**src/rtl/ps2_rx_pkg.sv**
```systemverilog
package ps2_rx_pkg;
    localparam int SLICE_BITS = 11;
    localparam int SLICES     = 3;
    localparam int FRAME_BITS = SLICE_BITS * SLICES;
    localparam int BYTE_BITS  = 8;

    typedef logic [SLICE_BITS-1:0] slice_t;

    // 1 when the slice has a bad start, a bad stop or even parity.
    function automatic logic slice_bad(input slice_t s);
        logic odd_ok;
        odd_ok = ^s[BYTE_BITS+1:1];
        return (s[0] != 1'b0) || (s[SLICE_BITS-1] != 1'b1) || !odd_ok;
    endfunction
endpackage

```
**src/rtl/ps2_rx_sync.sv**
```systemverilog
module ps2_rx_sync #(
    parameter int   STAGES  = 2,
    parameter logic RST_VAL = 1'b1
) (
    input  logic clk,
    input  logic rst_n,
    input  logic d_i,
    output logic q_o
);
    logic [STAGES-1:0] chain_d, chain_q;

    always_comb begin
        chain_d = {chain_q[STAGES-2:0], d_i};
    end

    always_ff @(posedge clk or negedge rst_n) begin
        if (!rst_n) chain_q <= {STAGES{RST_VAL}};
        else        chain_q <= chain_d;
    end

    assign q_o = chain_q[STAGES-1];
endmodule

```
**src/rtl/ps2_rx_filter.sv**
```systemverilog
module ps2_rx_filter #(
    parameter int FILT_LEN = 4
) (
    input  logic clk,
    input  logic rst_n,
    input  logic lvl_i,
    output logic fall_o
);
    localparam int CW = (FILT_LEN > 1) ? $clog2(FILT_LEN) : 1;

    typedef struct packed {
        logic          level;
        logic [CW-1:0] cnt;
        logic          fall;
    } filt_t;

    filt_t s_d, s_q;

    always_comb begin
        s_d      = s_q;
        s_d.fall = 1'b0;
        if (lvl_i == s_q.level) begin
            s_d.cnt = '0;
        end else if (s_q.cnt == CW'(FILT_LEN-1)) begin
            s_d.level = lvl_i;
            s_d.cnt   = '0;
            s_d.fall  = !lvl_i;
        end else begin
            s_d.cnt = s_q.cnt + 1'b1;
        end
    end

    always_ff @(posedge clk or negedge rst_n) begin
        if (!rst_n) s_q <= '{level: 1'b1, cnt: '0, fall: 1'b0};
        else        s_q <= s_d;
    end

    assign fall_o = s_q.fall;
endmodule

```
**src/rtl/ps2_rx_frame.sv**
```systemverilog
module ps2_rx_frame
    import ps2_rx_pkg::*;
#(
    parameter int TIMEOUT_CYC = 100000
) (
    input  logic                          clk,
    input  logic                          rst_n,
    input  logic                          fall_i,
    input  logic                          data_i,
    input  logic                          block_i,
    output logic                          valid_o,
    output logic                          err_o,
    output logic [SLICES*BYTE_BITS-1:0]   bytes_o
);
    localparam int BW = $clog2(FRAME_BITS);
    localparam int TW = $clog2(TIMEOUT_CYC + 1);

    typedef struct packed {
        logic [FRAME_BITS-1:0]        sh;
        logic [BW-1:0]                cnt;
        logic [TW-1:0]                idle;
        logic                         valid;
        logic                         err;
        logic [SLICES*BYTE_BITS-1:0]  bytes;
    } frm_t;

    frm_t s_d, s_q;
    logic [FRAME_BITS-1:0] sh_next;
    logic                  any_bad;

    always_comb begin
        sh_next = {data_i, s_q.sh[FRAME_BITS-1:1]};
        any_bad = 1'b0;
        for (int k = 0; k < SLICES; k++) begin
            any_bad = any_bad | slice_bad(sh_next[k*SLICE_BITS +: SLICE_BITS]);
        end
    end

    always_comb begin
        s_d       = s_q;
        s_d.valid = 1'b0;
        s_d.err   = 1'b0;
        if (block_i) begin
            s_d.cnt  = '0;
            s_d.idle = '0;
        end else if (fall_i) begin
            s_d.sh   = sh_next;
            s_d.idle = '0;
            if (s_q.cnt == BW'(FRAME_BITS-1)) begin
                s_d.cnt   = '0;
                s_d.valid = 1'b1;
                s_d.err   = any_bad;
                for (int k = 0; k < SLICES; k++) begin
                    s_d.bytes[k*BYTE_BITS +: BYTE_BITS] =
                        sh_next[k*SLICE_BITS+1 +: BYTE_BITS];
                end
            end else begin
                s_d.cnt = s_q.cnt + 1'b1;
            end
        end else if (s_q.cnt != '0) begin
            if (s_q.idle == TW'(TIMEOUT_CYC-1)) begin
                s_d.cnt  = '0;
                s_d.idle = '0;
            end else begin
                s_d.idle = s_q.idle + 1'b1;
            end
        end
    end

    always_ff @(posedge clk or negedge rst_n) begin
        if (!rst_n) s_q <= '0;
        else        s_q <= s_d;
    end

    assign valid_o = s_q.valid;
    assign err_o   = s_q.err;
    assign bytes_o = s_q.bytes;
endmodule

```
**src/rtl/ps2_mouse_rx.sv**
```systemverilog
module ps2_mouse_rx
    import ps2_rx_pkg::*;
#(
    parameter int SYNC_STAGES = 2,
    parameter int FILT_LEN    = 4,
    parameter int TIMEOUT_CYC = 100000
) (
    input  logic       clk,
    input  logic       rst_n,
    input  logic       ps2_clk_i,
    input  logic       ps2_data_i,
    input  logic       host_busy_i,
    output logic       pkt_valid_o,
    output logic       pkt_err_o,
    output logic [7:0] pkt_byte0_o,
    output logic [7:0] pkt_byte1_o,
    output logic [7:0] pkt_byte2_o
);
    logic clk_s, data_s, fall;
    logic [SLICES*BYTE_BITS-1:0] bytes;

    ps2_rx_sync #(.STAGES(SYNC_STAGES), .RST_VAL(1'b1)) u_sync_clk (
        .clk(clk), .rst_n(rst_n), .d_i(ps2_clk_i), .q_o(clk_s));

    ps2_rx_sync #(.STAGES(SYNC_STAGES), .RST_VAL(1'b1)) u_sync_dat (
        .clk(clk), .rst_n(rst_n), .d_i(ps2_data_i), .q_o(data_s));

    ps2_rx_filter #(.FILT_LEN(FILT_LEN)) u_filt (
        .clk(clk), .rst_n(rst_n), .lvl_i(clk_s), .fall_o(fall));

    ps2_rx_frame #(.TIMEOUT_CYC(TIMEOUT_CYC)) u_frame (
        .clk(clk), .rst_n(rst_n), .fall_i(fall), .data_i(data_s),
        .block_i(host_busy_i), .valid_o(pkt_valid_o), .err_o(pkt_err_o),
        .bytes_o(bytes));

    assign pkt_byte0_o = bytes[0*BYTE_BITS +: BYTE_BITS];
    assign pkt_byte1_o = bytes[1*BYTE_BITS +: BYTE_BITS];
    assign pkt_byte2_o = bytes[2*BYTE_BITS +: BYTE_BITS];
endmodule

```
**config.mk**
```make
export PLATFORM = sky130hd
export DESIGN_NAME = ps2_mouse_rx
export DESIGN_NICKNAME = d
export VERILOG_FILES = /design/src/rtl/ps2_rx_pkg.sv /design/src/rtl/ps2_rx_sync.sv /design/src/rtl/ps2_rx_filter.sv /design/src/rtl/ps2_rx_frame.sv /design/src/rtl/ps2_mouse_rx.sv
export SDC_FILE = /design/constraint.sdc
export NUM_CORES = 1
export LEC_CHECK = 0
export BUFFER_PORTS_ARGS = -buffer_cell sky130_fd_sc_hd__buf_2
export CAP_MARGIN = 10
export CORE_MARGIN = 2
export CORE_UTILIZATION = 39
export CTS_CLUSTER_SIZE = 40
export DETAILED_ROUTE_END_ITERATION = 10
export GPL_TIMING_DRIVEN = 1
export SYNTH_ARGS = -nofsm -noshare
export SYNTH_HDL_FRONTEND = slang
export SYNTH_SLANG_ARGS = --single-unit
```
**constraint.sdc**
```tcl
create_clock -name clk -period 3.15 [get_ports clk]
set_input_delay 0.4725 -clock clk [delete_from_list [all_inputs] [get_ports clk]]
set_output_delay 0.4725 -clock clk [all_outputs]
set_load 0.005 [all_outputs]
```
==> flow_results.xml, run 1 <==
<?xml version="1.0" encoding="UTF-8"?>
<metrics>
  <group name="worst_setup_path">
    <metric name="worst_r2r_startpoint" unit="">u_frame.s_q[32]</metric>
    <metric name="timing.rr.end" unit="">u_frame.s_q[45]</metric>
    <metric name="end_kind" unit="">flop</metric>
    <metric name="critical_path.startpoint" unit="">u_frame.s_q[32]</metric>
    <metric name="timing_worst_setup_path_type" unit="">reg2reg</metric>
    <metric name="worst-endpoint-arrival" unit="ns">2.41</metric>
    <metric name="timing.critical_path.required" unit="ns">3.38</metric>
    <metric name="ff2ff_path_depth" unit="">5</metric>
    <metric name="crit_path_launch_type" unit="">flop</metric>
    <metric name="timing.critical_path.fanout_max" unit="">14</metric>
    <metric name="reg2reg_slack" unit="ns">0.97</metric>
  </group>
  <group name="timing">
    <metric name="tightest_slew" unit="ns">0.6406</metric>
    <metric name="timing.final.hold_violations" unit="">0</metric>
    <metric name="finalHoldWorstSlack" unit="ns">0.1041</metric>
    <metric name="max_freq" unit="MHz">459.0</metric>
    <metric name="slew_headroom" unit="">0.5697</metric>
    <metric name="unrepaired_setup_endpoints_after_global_routing" unit="">no</metric>
    <metric name="fin_skew" unit="ns">0.01477</metric>
    <metric name="post-route-period-util" unit="">0.6917</metric>
    <metric name="setup_total_negative_slack" unit="ns">0</metric>
    <metric name="period_needed" unit="ns">2.179</metric>
    <metric name="slew_violations" unit="">0</metric>
    <metric name="report.final.setup_viol" unit="">0</metric>
  </group>
  <group name="place">
    <metric name="io_port_bufs" unit="">30</metric>
    <metric name="post-dp-hpwl" unit="mm">5.080</metric>
    <metric name="placed_cells" unit="">588</metric>
    <metric name="place_congestion" unit="">0.8208</metric>
  </group>
  <group name="finish">
    <metric name="final_layout_size_suffix_gt1_frac" unit="">0.1453</metric>
    <metric name="ant_diodes" unit="">0</metric>
    <metric name="finish.cell_count_without_fillers" unit="">604</metric>
    <metric name="final_core_utilization" unit="">0.4321</metric>
    <metric name="layout.nets" unit="">472</metric>
    <metric name="area.growth.synth_to_final" unit="%">7.473</metric>
  </group>
  <group name="cts">
    <metric name="post-cts-setup-buffers" unit="">0</metric>
    <metric name="cts.sink_count" unit="">89</metric>
    <metric name="cts_tree" unit="">yes</metric>
    <metric name="cts_hold_repair.buffers" unit="">0</metric>
    <metric name="clkTransAtPathRegs" unit="ns">0.09</metric>
    <metric name="tritoncts.num_buffers" unit="">9</metric>
    <metric name="ctsLongestPathBuffers" unit="">2</metric>
    <metric name="clock_insertion_delay_at_the_later_pin_of_the_skew_report" unit="ns">0.35</metric>
    <metric name="post_cts_resized" unit="">0</metric>
    <metric name="htreeDepth" unit="">3</metric>
    <metric name="cts.root.buffer_cell" unit="">sky130_fd_sc_hd__clkbuf_8</metric>
  </group>
  <group name="floorplanning">
    <metric name="start_util" unit="">0.4020</metric>
    <metric name="dieWidth" unit="um">107.4</metric>
    <metric name="core_area" unit="sq um">10370</metric>
    <metric name="core.rowCount" unit="">37</metric>
    <metric name="dieHeight" unit="um">107.4</metric>
    <metric name="die-area" unit="sq um">11530</metric>
    <metric name="boundaryPins" unit="">31</metric>
  </group>
  <group name="route">
    <metric name="antenna_violating_nets_post_route" unit="">0</metric>
    <metric name="route.detailed.wl_per_inst" unit="um">12.84</metric>
    <metric name="viasPerCell" unit="">4.914</metric>
    <metric name="total_wirelength" unit="mm">7.753</metric>
    <metric name="drcViolationCount" unit="">0</metric>
    <metric name="drt_pre_antenna_iters" unit="">5</metric>
    <metric name="vias" unit="">2968</metric>
    <metric name="drt_iter0_drc" unit="">124</metric>
  </group>
  <group name="synthesis">
    <metric name="post-synth-top-area-fraction" unit="">0.5042</metric>
    <metric name="synth_warnings" unit="">0</metric>
    <metric name="number_of_register_bits_inferred_by_synthesis" unit="">89</metric>
    <metric name="synth_commonest_cells" unit="">sky130_fd_sc_hd__nand2_1, sky130_fd_sc_hd__dfrtp_1, sky130_fd_sc_hd__buf_4, sky130_fd_sc_hd__o21ai_0, sky130_fd_sc_hd__xnor2_1</metric>
    <metric name="synth-seq-area-share" unit="">0.5357</metric>
    <metric name="syn_avg_cell_area" unit="sq um">9.123</metric>
    <metric name="synthDominantAreaCellType" unit="">sky130_fd_sc_hd__dfrtp_1</metric>
    <metric name="synthCells" unit="">457</metric>
    <metric name="synth_flop_cell" unit="">sky130_fd_sc_hd__dfrtp_1</metric>
    <metric name="async_reset_ff_frac" unit="">1.000</metric>
    <metric name="syn-cell-area" unit="sq um">4169</metric>
    <metric name="synth_top_cells_by_area" unit="">sky130_fd_sc_hd__dfrtp_1, sky130_fd_sc_hd__nand2_1, sky130_fd_sc_hd__buf_4</metric>
    <metric name="synth_enable_flop_cells" unit="">0</metric>
    <metric name="yosys.cell_count.top_type" unit="">sky130_fd_sc_hd__nand2_1</metric>
    <metric name="synth_cell_types" unit="">46</metric>
    <metric name="postSynthNetCount" unit="">466</metric>
  </group>
  <group name="outcome">
    <metric name="run_status" unit="">finished clean</metric>
  </group>
  <group name="grt">
    <metric name="global_route.usage.met2" unit="">0.2319</metric>
    <metric name="most_utilized_layer_in_the_global_route_result" unit="">met2</metric>
    <metric name="gr-usage-all-layers" unit="">0.1456</metric>
    <metric name="met1_usage" unit="">0.1947</metric>
    <metric name="initial_antenna_violation_count" unit="">0</metric>
    <metric name="grt.overflow.total" unit="">0</metric>
    <metric name="use_met3" unit="">0.03753</metric>
    <metric name="grt_pass1_wl" unit="mm">13.31</metric>
    <metric name="via_count_of_the_first_global_routing_pass" unit="">2800</metric>
    <metric name="grt_start_max_net_pins" unit="">46</metric>
  </group>
  <group name="power">
    <metric name="p_per_area" unit="nW/um^2">488.4</metric>
    <metric name="worst_ir_drop_vdd" unit="mV">0.2388</metric>
    <metric name="leakagePower" unit="nW">2.339</metric>
  </group>
  <group name="hold_path">
    <metric name="min_path_type" unit="">in2async</metric>
  </group>
  <group name="flow_run">
    <metric name="cap_violations" unit="">0</metric>
  </group>
</metrics>
[per-stage QoR]
stage	instance area [sq um]	setup slack (ns)	power [mW]
finish	4481	0.9711	2.188
detailed placement	4277	0.9762	1.417
global placement	4277	1.038	1.410
CTS	4481	0.9693	2.226
global route	4481	0.7656	2.294
floorplan	4169	1.129	1.358
[report_power, final]
| part | switching (mW) | internal, mW |
|---|---|---|
| registers | 0.0309 | 1.19 |
| logic | 0.101 | 0.0723 |
| clock network | 0.408 | 0.390 |
| total | 0.540 | 1.65 |
[final cells by class]
type / count / area (sq um)
flip-flops and latches: 89 / 2233
multi-input cells: 317 / 1638
well taps: 136 / 170.2
repair buffers: 36 / 197.7
inverters: 10 / 37.54
fillers: 1035 / 5889
clock buffers: 10 / 137.6
clock inverters: 6 / 66.31
[kinds of logic after synthesis]
family / count (synthesis) / share of synthesized area
simple gates: 243 / 0.2584
flops: 89 / 0.5357
buf+inv: 51 / 0.07202
compound gates: 46 / 0.06423
xor+xnor: 23 / 0.05492
fa+ha+maj: 4 / 0.01201
mux: 1 / 0.002701
[cell usage in the layout, fill, tap and decap left out, drive strengths merged, types with 2 or more instances in the layout]
cell	instances
clkbuf	10
or2	2
o31ai	4
nand4	6
or3	7
a21o	4
dfrtp	84
a21oi	7
xnor3	2
clkinvlp	3
nor4	3
nor2b	3
xnor2	19
nor3	8
a31oi	2
and3	2
ha	4
nor3b	2
nand4b	2
nand2	180
inv	11
o21ai	26
nand2b	3
nand3	9
nor2	9
buf	36
dfstp	5
xor2	2
or4b	2
[layer usage]
| layer | wire length, um | share of wire |
|---|---|---|
| met1 | 3733 | 0.48 |
| met2 | 3628 | 0.47 |
| met3 | 303 | 0.039 |
| met4 | 88 | 0.011 |
| met5 | 0 | 0 |
[flip-flops by register name, summed over array words and instances (netlist names)]
register	flops
u_filt.s_q	3
u_frame.err_o	1
u_frame.s_q	55
u_frame.bytes_o	24
u_sync_dat.chain_q	2
u_frame.valid_o	1
u_filt.fall_o	1
u_sync_clk.chain_q	2
[how the worst max path moves through the flow]
| stage | slack (ns) | cells past startpoint | end |
|---|---|---|---|
| finish | 0.97 | 5 | u_frame.s_q[45] |
| global placement | 1.04 | 5 | u_frame.s_q[45] |
| global route | 0.77 | 6 | u_frame.s_q[45] |
| floorplan | 1.13 | 9 | u_frame.s_q[41] |
| detailed placement | 0.98 | 5 | u_frame.s_q[45] |
| CTS | 0.97 | 5 | u_frame.s_q[45] |
[critical path, cell delays in order, from the launching register on]
cell                      delay (ns)
sky130_fd_sc_hd__dfrtp_1        0.44
sky130_fd_sc_hd__or4b_4         0.55
sky130_fd_sc_hd__nor4_4         0.48
sky130_fd_sc_hd__nor2_2         0.22
sky130_fd_sc_hd__o31ai_1        0.26
sky130_fd_sc_hd__o21ai_0        0.11
Power figures use the tool's default switching activity.
==> run 2, diff against run 1 <==
--- a/config.mk
+++ b/config.mk
@@ -5,6 +5,7 @@
 export SDC_FILE = /design/constraint.sdc
 export NUM_CORES = 1
 export LEC_CHECK = 0
+export ABC_AREA = 1
 export BUFFER_PORTS_ARGS = -buffer_cell sky130_fd_sc_hd__buf_2
 export CAP_MARGIN = 10
 export CORE_MARGIN = 2
==> constraint.sdc (replaced) <==
create_clock -name clk -period 1.88 [get_ports clk]
set_input_delay 0.282 -clock clk [delete_from_list [all_inputs] [get_ports clk]]
set_output_delay 0.282 -clock clk [all_outputs]
set_load 0.005 [all_outputs]
==> run 2 against run 1 <==
Cell area grew 9.4%. Non-clock buffer count grew 2. Critical path type unchanged. Maximum frequency increased by 27%. Utilization is 1.6 points higher. Total power increased to 2.8 times the previous value. Count of clock-buffer cells in the layout is 3 higher.
==> flow_results.xml, run 2 <==
<?xml version="1.0" encoding="UTF-8"?>
<metrics>
  <group name="outcome">
    <metric name="run_status" unit="">finished clean</metric>
  </group>
  <group name="synthesis">
    <metric name="post-synth-top-area-fraction" unit="">0.4759</metric>
    <metric name="synth-seq-area-share" unit="">0.5057</metric>
    <metric name="yosys.cell_count.top_type" unit="">sky130_fd_sc_hd__nand2_1</metric>
    <metric name="async_reset_ff_frac" unit="">1.000</metric>
    <metric name="synth_cell_types" unit="">33</metric>
    <metric name="synthSimpleGateAreaFrac" unit="">0.2530</metric>
    <metric name="synthDominantAreaCellType" unit="">sky130_fd_sc_hd__dfrtp_1</metric>
    <metric name="synth_warnings" unit="">0</metric>
    <metric name="syn_avg_cell_area" unit="sq um">8.089</metric>
    <metric name="syn-cell-area" unit="sq um">4417</metric>
    <metric name="fraction_of_the_mapped_netlist_area_in_compound_gates" unit="">0.09207</metric>
    <metric name="muxShareOfSynthArea" unit="">0</metric>
    <metric name="synth_enable_flop_cells" unit="">0</metric>
    <metric name="synth_commonest_cells" unit="">sky130_fd_sc_hd__nand2_1, sky130_fd_sc_hd__dfrtp_1, sky130_fd_sc_hd__inv_1</metric>
    <metric name="postSynthNetCount" unit="">555</metric>
    <metric name="main_combinational_cell_family_by_area_after_synthesis" unit="">simple AND/OR/NAND/NOR gates</metric>
    <metric name="adder_cell_share_of_the_synthesized_area" unit="">0.01133</metric>
    <metric name="synthCells" unit="">546</metric>
    <metric name="number_of_register_bits_inferred_by_synthesis" unit="">89</metric>
    <metric name="synth_top_cells_by_area" unit="">sky130_fd_sc_hd__dfrtp_1, sky130_fd_sc_hd__nand2_1, sky130_fd_sc_hd__o21ai_0</metric>
    <metric name="post_synth_xor_area_fraction" unit="">0.02181</metric>
    <metric name="synth_flop_cell" unit="">sky130_fd_sc_hd__dfrtp_1</metric>
  </group>
  <group name="finish">
    <metric name="mostFrequentLayoutCell" unit="">sky130_fd_sc_hd__nand2_1</metric>
    <metric name="ant_diodes" unit="">0</metric>
    <metric name="area.growth.synth_to_final" unit="%">10.99</metric>
    <metric name="layout.nets" unit="">567</metric>
    <metric name="largest_register" unit="">u_frame.s_q</metric>
    <metric name="nFillCells" unit="">1115</metric>
    <metric name="largest_register_ff_count" unit="">55</metric>
    <metric name="layout_common_cells" unit="">sky130_fd_sc_hd__nand2_1, sky130_fd_sc_hd__dfrtp_1, sky130_fd_sc_hd__inv_1, sky130_fd_sc_hd__o21ai_0, sky130_fd_sc_hd__buf_2</metric>
    <metric name="area_of_combinational_cells_with_multiple_inputs" unit="sq um">1682</metric>
    <metric name="final_layout_size_suffix_gt1_frac" unit="">0.1581</metric>
    <metric name="finish.cell_count_without_fillers" unit="">703</metric>
    <metric name="sequential_cell_area" unit="sq um">2233</metric>
  </group>
  <group name="floorplanning">
    <metric name="start_util" unit="">0.4039</metric>
    <metric name="dieHeight" unit="um">110.4</metric>
    <metric name="core.rowCount" unit="">38</metric>
    <metric name="boundaryPins" unit="">31</metric>
    <metric name="core_area" unit="sq um">10940</metric>
    <metric name="dieWidth" unit="um">110.4</metric>
    <metric name="die-area" unit="sq um">12190</metric>
  </group>
  <group name="power">
    <metric name="leakagePower" unit="nW">2.406</metric>
    <metric name="power" unit="mW">6.135</metric>
    <metric name="p_per_area" unit="nW/um^2">1252</metric>
    <metric name="worst_ir_drop_vdd" unit="mV">0.6388</metric>
  </group>
  <group name="place">
    <metric name="placed_cells" unit="">686</metric>
    <metric name="io_port_bufs" unit="">30</metric>
    <metric name="post-place-ws" unit="ns">0.1785</metric>
    <metric name="place_congestion" unit="">0.8742</metric>
    <metric name="post-dp-hpwl" unit="mm">6.039</metric>
  </group>
  <group name="worst_setup_path">
    <metric name="timing.critical_path.fanout_max" unit="">7</metric>
    <metric name="timing_worst_setup_path_type" unit="">reg2reg</metric>
    <metric name="worst-endpoint-arrival" unit="ns">1.97</metric>
    <metric name="end_kind" unit="">flop</metric>
    <metric name="crit_path_launch_type" unit="">flop</metric>
    <metric name="timing.critical_path.required" unit="ns">2.13</metric>
  </group>
  <group name="timing">
    <metric name="layout_setup_ws" unit="ns">0.1611</metric>
    <metric name="period_needed" unit="ns">1.719</metric>
    <metric name="slew_violations" unit="">0</metric>
    <metric name="max_freq" unit="MHz">581.8</metric>
    <metric name="tightest_slew" unit="ns">0.5394</metric>
    <metric name="fin_skew" unit="ns">0.006428</metric>
    <metric name="timing.final.hold_violations" unit="">0</metric>
    <metric name="slew_headroom" unit="">0.6404</metric>
    <metric name="post-route-period-util" unit="">0.9143</metric>
    <metric name="report.final.setup_viol" unit="">0</metric>
  </group>
  <group name="cts">
    <metric name="cts.sink_count" unit="">89</metric>
    <metric name="cts_tree" unit="">yes</metric>
    <metric name="htreeDepth" unit="">3</metric>
    <metric name="cts.root.buffer_cell" unit="">sky130_fd_sc_hd__clkbuf_16</metric>
    <metric name="post-cts-setup-buffers" unit="">0</metric>
    <metric name="ctsLongestPathBuffers" unit="">2</metric>
    <metric name="clock_insertion_delay_at_the_later_pin_of_the_skew_report" unit="ns">0.33</metric>
    <metric name="tritoncts.num_buffers" unit="">9</metric>
    <metric name="clkTransAtPathRegs" unit="ns">0.06</metric>
  </group>
  <group name="grt">
    <metric name="gr-usage-all-layers" unit="">0.1510</metric>
    <metric name="via_count_of_the_first_global_routing_pass" unit="">3264</metric>
    <metric name="initial_antenna_violation_count" unit="">0</metric>
    <metric name="grt_start_max_net_pins" unit="">60</metric>
    <metric name="grt.overflow.total" unit="">0</metric>
    <metric name="grt_pass1_wl" unit="mm">15.40</metric>
  </group>
  <group name="route">
    <metric name="route.detailed.wl_per_inst" unit="um">12.04</metric>
    <metric name="drcViolationCount" unit="">0</metric>
    <metric name="drt_pre_antenna_iters" unit="">4</metric>
    <metric name="drt_iter0_drc" unit="">175</metric>
    <metric name="vias" unit="">3351</metric>
    <metric name="viasPerCell" unit="">4.767</metric>
    <metric name="total_wirelength" unit="mm">8.467</metric>
    <metric name="antenna_violating_nets_post_route" unit="">0</metric>
  </group>
  <group name="hold_path">
    <metric name="min_path_type" unit="">in2reg</metric>
  </group>
  <group name="flow_run">
    <metric name="cap_violations" unit="">0</metric>
  </group>
</metrics>
==> run 2: changes by cell type in the layout (fill, tap and decap cells not counted), sizes merged, moves of 5 or more <==
cell | before | now
inv | 11 | 69
nand3 | 9 | 25
xor2 | 2 | 7
or3 | 7 | 0
nor2 | 9 | 33
xnor2 | 19 | 4
o21ai | 26 | 71
==> run 2: through the flow <==
step | instance area (sq um) | setup TNS (ns) | util | hold WS [ns]
floorplan | 4417 | 0 | - | -0.01359
global placement | 4581 | 0 | 0.4189 | 0.3031
detailed placement | 4581 | 0 | 0.4189 | 0.3169
CTS | 4891 | 0 | 0.4473 | 0.03332
global route | 4902 | -0.01572 | 0.4483 | 0.03026
finish | 4902 | 0 | 0.4483 | 0.04900
==> run 2: layout make-up <==
cell class              count  area share
clock inverters             3    0.008167
inverters                  69     0.05283
well taps                 140     0.03573
multi-input cells         351      0.3430
repair buffers             38     0.05156
clock buffers              13     0.05309
flip-flops and latches     89      0.4556
==> run 2: where the power goes <==
part,leakage [nW],internal (mW),switching (mW)
clock,0.150,1.10,0.692
combinational,1.16,0.610,1.03
sequential,1.10,2.35,0.358
==> run 2: worst paths after layout <==
check	start	to	slack (ns)	cells past startpoint
min reg2reg	u_sync_clk.chain_q[0]	u_sync_clk.chain_q[1]	0.35	0
max	u_frame.s_q[43]	u_frame.s_q[38]	0.16	10
min in group asynchronous	rst_n	u_frame.s_q[33]	0.47	2
max reg2reg	u_frame.s_q[43]	u_frame.s_q[38]	0.16	10
min	ps2_clk_i	u_sync_clk.chain_q[0]	0.05	1
max in group asynchronous	rst_n	u_frame.s_q[58]	0.82	3
==> run 2: worst max-delay path, cell delays in order (launching register included) <==
cell,delay (ns)
sky130_fd_sc_hd__dfrtp_1,0.42
sky130_fd_sc_hd__inv_1,0.09
sky130_fd_sc_hd__ha_1,0.17
sky130_fd_sc_hd__nand3_2,0.15
sky130_fd_sc_hd__nor2_2,0.18
sky130_fd_sc_hd__nand2_2,0.14
sky130_fd_sc_hd__nand2_2,0.12
sky130_fd_sc_hd__nor2_2,0.06
sky130_fd_sc_hd__nand2_1,0.09
sky130_fd_sc_hd__nor2_1,0.06
sky130_fd_sc_hd__nor3_2,0.17
==> run 2: routing by layer <==
metal	share of wire	global-route usage	routed length [um]
met3	0.032	0.03183	275
met1	0.49	0.2134	4112
met2	0.47	0.2335	4001
met5	0	0	0
met4	0.0092	0.04667	78
==> run 2: what timing repair did <==
| item | CTS | global route |
|---|---|---|
| resized for setup | 0 | 3 |
| setup endpoints to repair | 0 | 2 |
| hold buffers | 1 | 0 |
| endpoints found under the hold margin | 32 | 0 |
==> run 2: cells by family (layout without fill, tap and decap cells) <==
| family | after synthesis | count (layout) |
|---|---|---|
| DFF | 89 | 89 |
| xor gates and xnor gates | 11 | 11 |
| buffers and inverters | 106 | 123 |
| adders and majority gates | 4 | 4 |
| and+or+nand+nor | 260 | 260 |
| AOI/OAI and AO/OA | 76 | 76 |
==> run 3, diff against run 2 <==
--- a/config.mk
+++ b/config.mk
@@ -8,11 +8,13 @@
 export ABC_AREA = 1
 export BUFFER_PORTS_ARGS = -buffer_cell sky130_fd_sc_hd__buf_2
 export CAP_MARGIN = 10
-export CORE_MARGIN = 2
+export CORE_MARGIN = 4
 export CORE_UTILIZATION = 39
 export CTS_CLUSTER_SIZE = 40
 export DETAILED_ROUTE_END_ITERATION = 10
 export GPL_TIMING_DRIVEN = 1
+export RECOVER_POWER = 25
+export SLEW_MARGIN = 20
 export SYNTH_ARGS = -nofsm -noshare
 export SYNTH_HDL_FRONTEND = slang
 export SYNTH_SLANG_ARGS = --single-unit
==> run 3 against run 2 <==
Via count down 1.2%. Largest cell class unchanged. Final cell count unchanged. Critical endpoint is now u_frame.s_q[45]. Cell area down 0.48%.
==> flow_results.xml, run 3 (synthesis results as in run 2) <==
<?xml version="1.0" encoding="UTF-8"?>
<metrics>
  <group name="outcome">
    <metric name="run_status" unit="">finished clean</metric>
  </group>
  <group name="finish">
    <metric name="area.growth.synth_to_final" unit="%">10.45</metric>
    <metric name="layout.nets" unit="">567</metric>
    <metric name="largest_register" unit="">u_frame.s_q</metric>
    <metric name="largest_register_ff_count" unit="">55</metric>
    <metric name="final_core_utilization" unit="">0.4442</metric>
    <metric name="mostFrequentLayoutCell" unit="">sky130_fd_sc_hd__nand2_1</metric>
    <metric name="final_layout_size_suffix_gt1_frac" unit="">0.1545</metric>
    <metric name="layout_common_cells" unit="">sky130_fd_sc_hd__nand2_1, sky130_fd_sc_hd__dfrtp_1, sky130_fd_sc_hd__inv_1, sky130_fd_sc_hd__o21ai_0, sky130_fd_sc_hd__buf_2</metric>
    <metric name="ant_diodes" unit="">0</metric>
    <metric name="postLayoutCellArea" unit="sq um">4878</metric>
    <metric name="nFillCells" unit="">1082</metric>
  </group>
  <group name="timing">
    <metric name="fin_skew" unit="ns">0.007186</metric>
    <metric name="unrepaired_setup_endpoints_after_global_routing" unit="">yes</metric>
    <metric name="max_freq" unit="MHz">570.1</metric>
    <metric name="post-route-period-util" unit="">0.9331</metric>
    <metric name="slew_headroom" unit="">0.4952</metric>
    <metric name="tightest_slew" unit="ns">0.7572</metric>
    <metric name="timing.final.hold_violations" unit="">0</metric>
    <metric name="period_needed" unit="ns">1.754</metric>
    <metric name="slew_violations" unit="">0</metric>
    <metric name="report.final.setup_viol" unit="">0</metric>
  </group>
  <group name="cts">
    <metric name="clkTransAtPathRegs" unit="ns">0.06</metric>
    <metric name="cts.root.buffer_cell" unit="">sky130_fd_sc_hd__clkbuf_16</metric>
    <metric name="cts_tree" unit="">yes</metric>
    <metric name="htreeDepth" unit="">3</metric>
    <metric name="clock_insertion_delay_at_the_later_pin_of_the_skew_report" unit="ns">0.33</metric>
    <metric name="ctsLongestPathBuffers" unit="">2</metric>
    <metric name="tritoncts.num_buffers" unit="">9</metric>
    <metric name="post-cts-setup-buffers" unit="">0</metric>
    <metric name="cts.sink_count" unit="">89</metric>
  </group>
  <group name="floorplanning">
    <metric name="core_area" unit="sq um">10980</metric>
    <metric name="dieWidth" unit="um">114.4</metric>
    <metric name="die-area" unit="sq um">13090</metric>
    <metric name="boundaryPins" unit="">31</metric>
    <metric name="core.rowCount" unit="">38</metric>
    <metric name="start_util" unit="">0.4021</metric>
    <metric name="dieHeight" unit="um">114.4</metric>
  </group>
  <group name="grt">
    <metric name="via_count_of_the_first_global_routing_pass" unit="">3196</metric>
    <metric name="grt_pass1_wl" unit="mm">14.77</metric>
    <metric name="gr-usage-all-layers" unit="">0.1398</metric>
    <metric name="grt_start_max_net_pins" unit="">60</metric>
    <metric name="initial_antenna_violation_count" unit="">0</metric>
    <metric name="grt.overflow.total" unit="">0</metric>
  </group>
  <group name="route">
    <metric name="route.detailed.wl_per_inst" unit="um">11.94</metric>
    <metric name="topmost_layer_with_routed_signal_wires" unit="">met4</metric>
    <metric name="drt_iter0_drc" unit="">158</metric>
    <metric name="drcViolationCount" unit="">0</metric>
    <metric name="viasPerCell" unit="">4.708</metric>
    <metric name="total_wirelength" unit="mm">8.391</metric>
    <metric name="vias" unit="">3310</metric>
    <metric name="antenna_violating_nets_post_route" unit="">0</metric>
    <metric name="routed-wl-met3" unit="um">223</metric>
    <metric name="drt_pre_antenna_iters" unit="">4</metric>
    <metric name="drt-met1-wl" unit="mm">4.259</metric>
    <metric name="dr_wl_met2" unit="mm">3.744</metric>
  </group>
  <group name="worst_setup_path">
    <metric name="end_kind" unit="">flop</metric>
    <metric name="worst-endpoint-arrival" unit="ns">1.96</metric>
    <metric name="ff2ff_path_depth" unit="">9</metric>
    <metric name="worst_r2r_startpoint" unit="">u_frame.s_q[26]</metric>
    <metric name="timing.critical_path.required" unit="ns">2.08</metric>
    <metric name="timing.critical_path.fanout_max" unit="">5</metric>
    <metric name="timing_worst_setup_path_type" unit="">reg2reg</metric>
    <metric name="timing.rr.end" unit="">u_frame.s_q[45]</metric>
    <metric name="reg2reg_slack" unit="ns">0.13</metric>
    <metric name="crit_path_launch_type" unit="">flop</metric>
  </group>
  <group name="power">
    <metric name="worst_ir_drop_vdd" unit="mV">0.5117</metric>
    <metric name="leakagePower" unit="nW">2.396</metric>
    <metric name="power" unit="mW">6.140</metric>
    <metric name="p_per_area" unit="nW/um^2">1259</metric>
  </group>
  <group name="place">
    <metric name="dpl-instance-area" unit="sq um">4568</metric>
    <metric name="io_port_bufs" unit="">30</metric>
    <metric name="place_congestion" unit="">0.8764</metric>
    <metric name="post-dp-hpwl" unit="mm">6.034</metric>
  </group>
  <group name="hold_path">
    <metric name="min_delay_path_depth" unit="">1</metric>
    <metric name="min_to" unit="">u_sync_dat.chain_q[0]</metric>
    <metric name="hold_path.startpoint" unit="">ps2_data_i</metric>
    <metric name="min_path_type" unit="">in2reg</metric>
  </group>
  <group name="flow_run">
    <metric name="cap_violations" unit="">0</metric>
  </group>
</metrics>
## run 3: area by class of cell
class | count | area [sq um] | share of cell area
Clock buffer | 14 | 274.0 | 0.05617
Clock inverter | 2 | 35.03 | 0.007181
Inverter | 69 | 259.0 | 0.05309
Multi-Input combinational cell | 351 | 1680 | 0.3444
Sequential cell | 89 | 2233 | 0.4578
Tap cell | 140 | 175.2 | 0.03591
Timing Repair Buffer | 38 | 221.5 | 0.04540
## run 3: worst max-delay path by stage
stage / start / endpoint / slack [ns] / depth (start not counted)
after detailed placement: u_frame.s_q[26] / u_frame.s_q[45] / 0.13 / 9
after CTS: u_frame.s_q[26] / u_frame.s_q[44] / 0.11 / 9
final: u_frame.s_q[26] / u_frame.s_q[45] / 0.13 / 9
after floorplan: u_frame.s_q[43] / u_frame.bytes_o[18] / 0.32 / 11
after global routing: u_frame.s_q[43] / u_frame.s_q[35] / -0.006 / 10
after global placement: u_frame.s_q[26] / u_frame.s_q[45] / 0.12 / 9
## run 3: critical path: stages (launching register included)
cell,delay [ns]
sky130_fd_sc_hd__dfrtp_1,0.37
sky130_fd_sc_hd__ha_1,0.17
sky130_fd_sc_hd__nand2_1,0.11
sky130_fd_sc_hd__inv_2,0.10
sky130_fd_sc_hd__nand3_1,0.07
sky130_fd_sc_hd__nor3_1,0.14
sky130_fd_sc_hd__nand3_1,0.17
sky130_fd_sc_hd__o21ai_4,0.24
sky130_fd_sc_hd__buf_4,0.17
sky130_fd_sc_hd__o21ai_0,0.09
## run 3: metal layers
metal / GRT usage / up-vias
li1: - / 1723
met4: 0.06176 / 0
met2: 0.2123 / 41
met1: 0.1973 / 1534
met3: 0.02220 / 12
met5: 0 / -
## run 3: per-stage QoR
stage,std cells,setup slack (ns),hold WS (ns),TNS [ns]
final,703,0.1258,0.04170,0
after global routing,703,-0.005674,0.02953,-0.005674
after CTS,703,0.1093,0.03083,0
after detailed placement,686,0.1262,0.2521,0
after global placement,686,0.1221,0.2433,0
after floorplan,546,0.3168,-0.01359,0
## run 3: repair_timing
action                     4_1_cts  5_1_grt
hold endpoints to repair        26        0
setup endpoints to repair        0        3
hold buffers                     1        0
gates resized for setup          0        2
## run 3: report_power, final
group          leakage (nW)  switching (mW)  total [mW]  internal [mW]
clock network         0.153           0.697        1.83           1.14
logic                  1.14           0.998        1.60          0.601
registers              1.10           0.359        2.71           2.35
total                  2.40            2.05        6.14           4.09
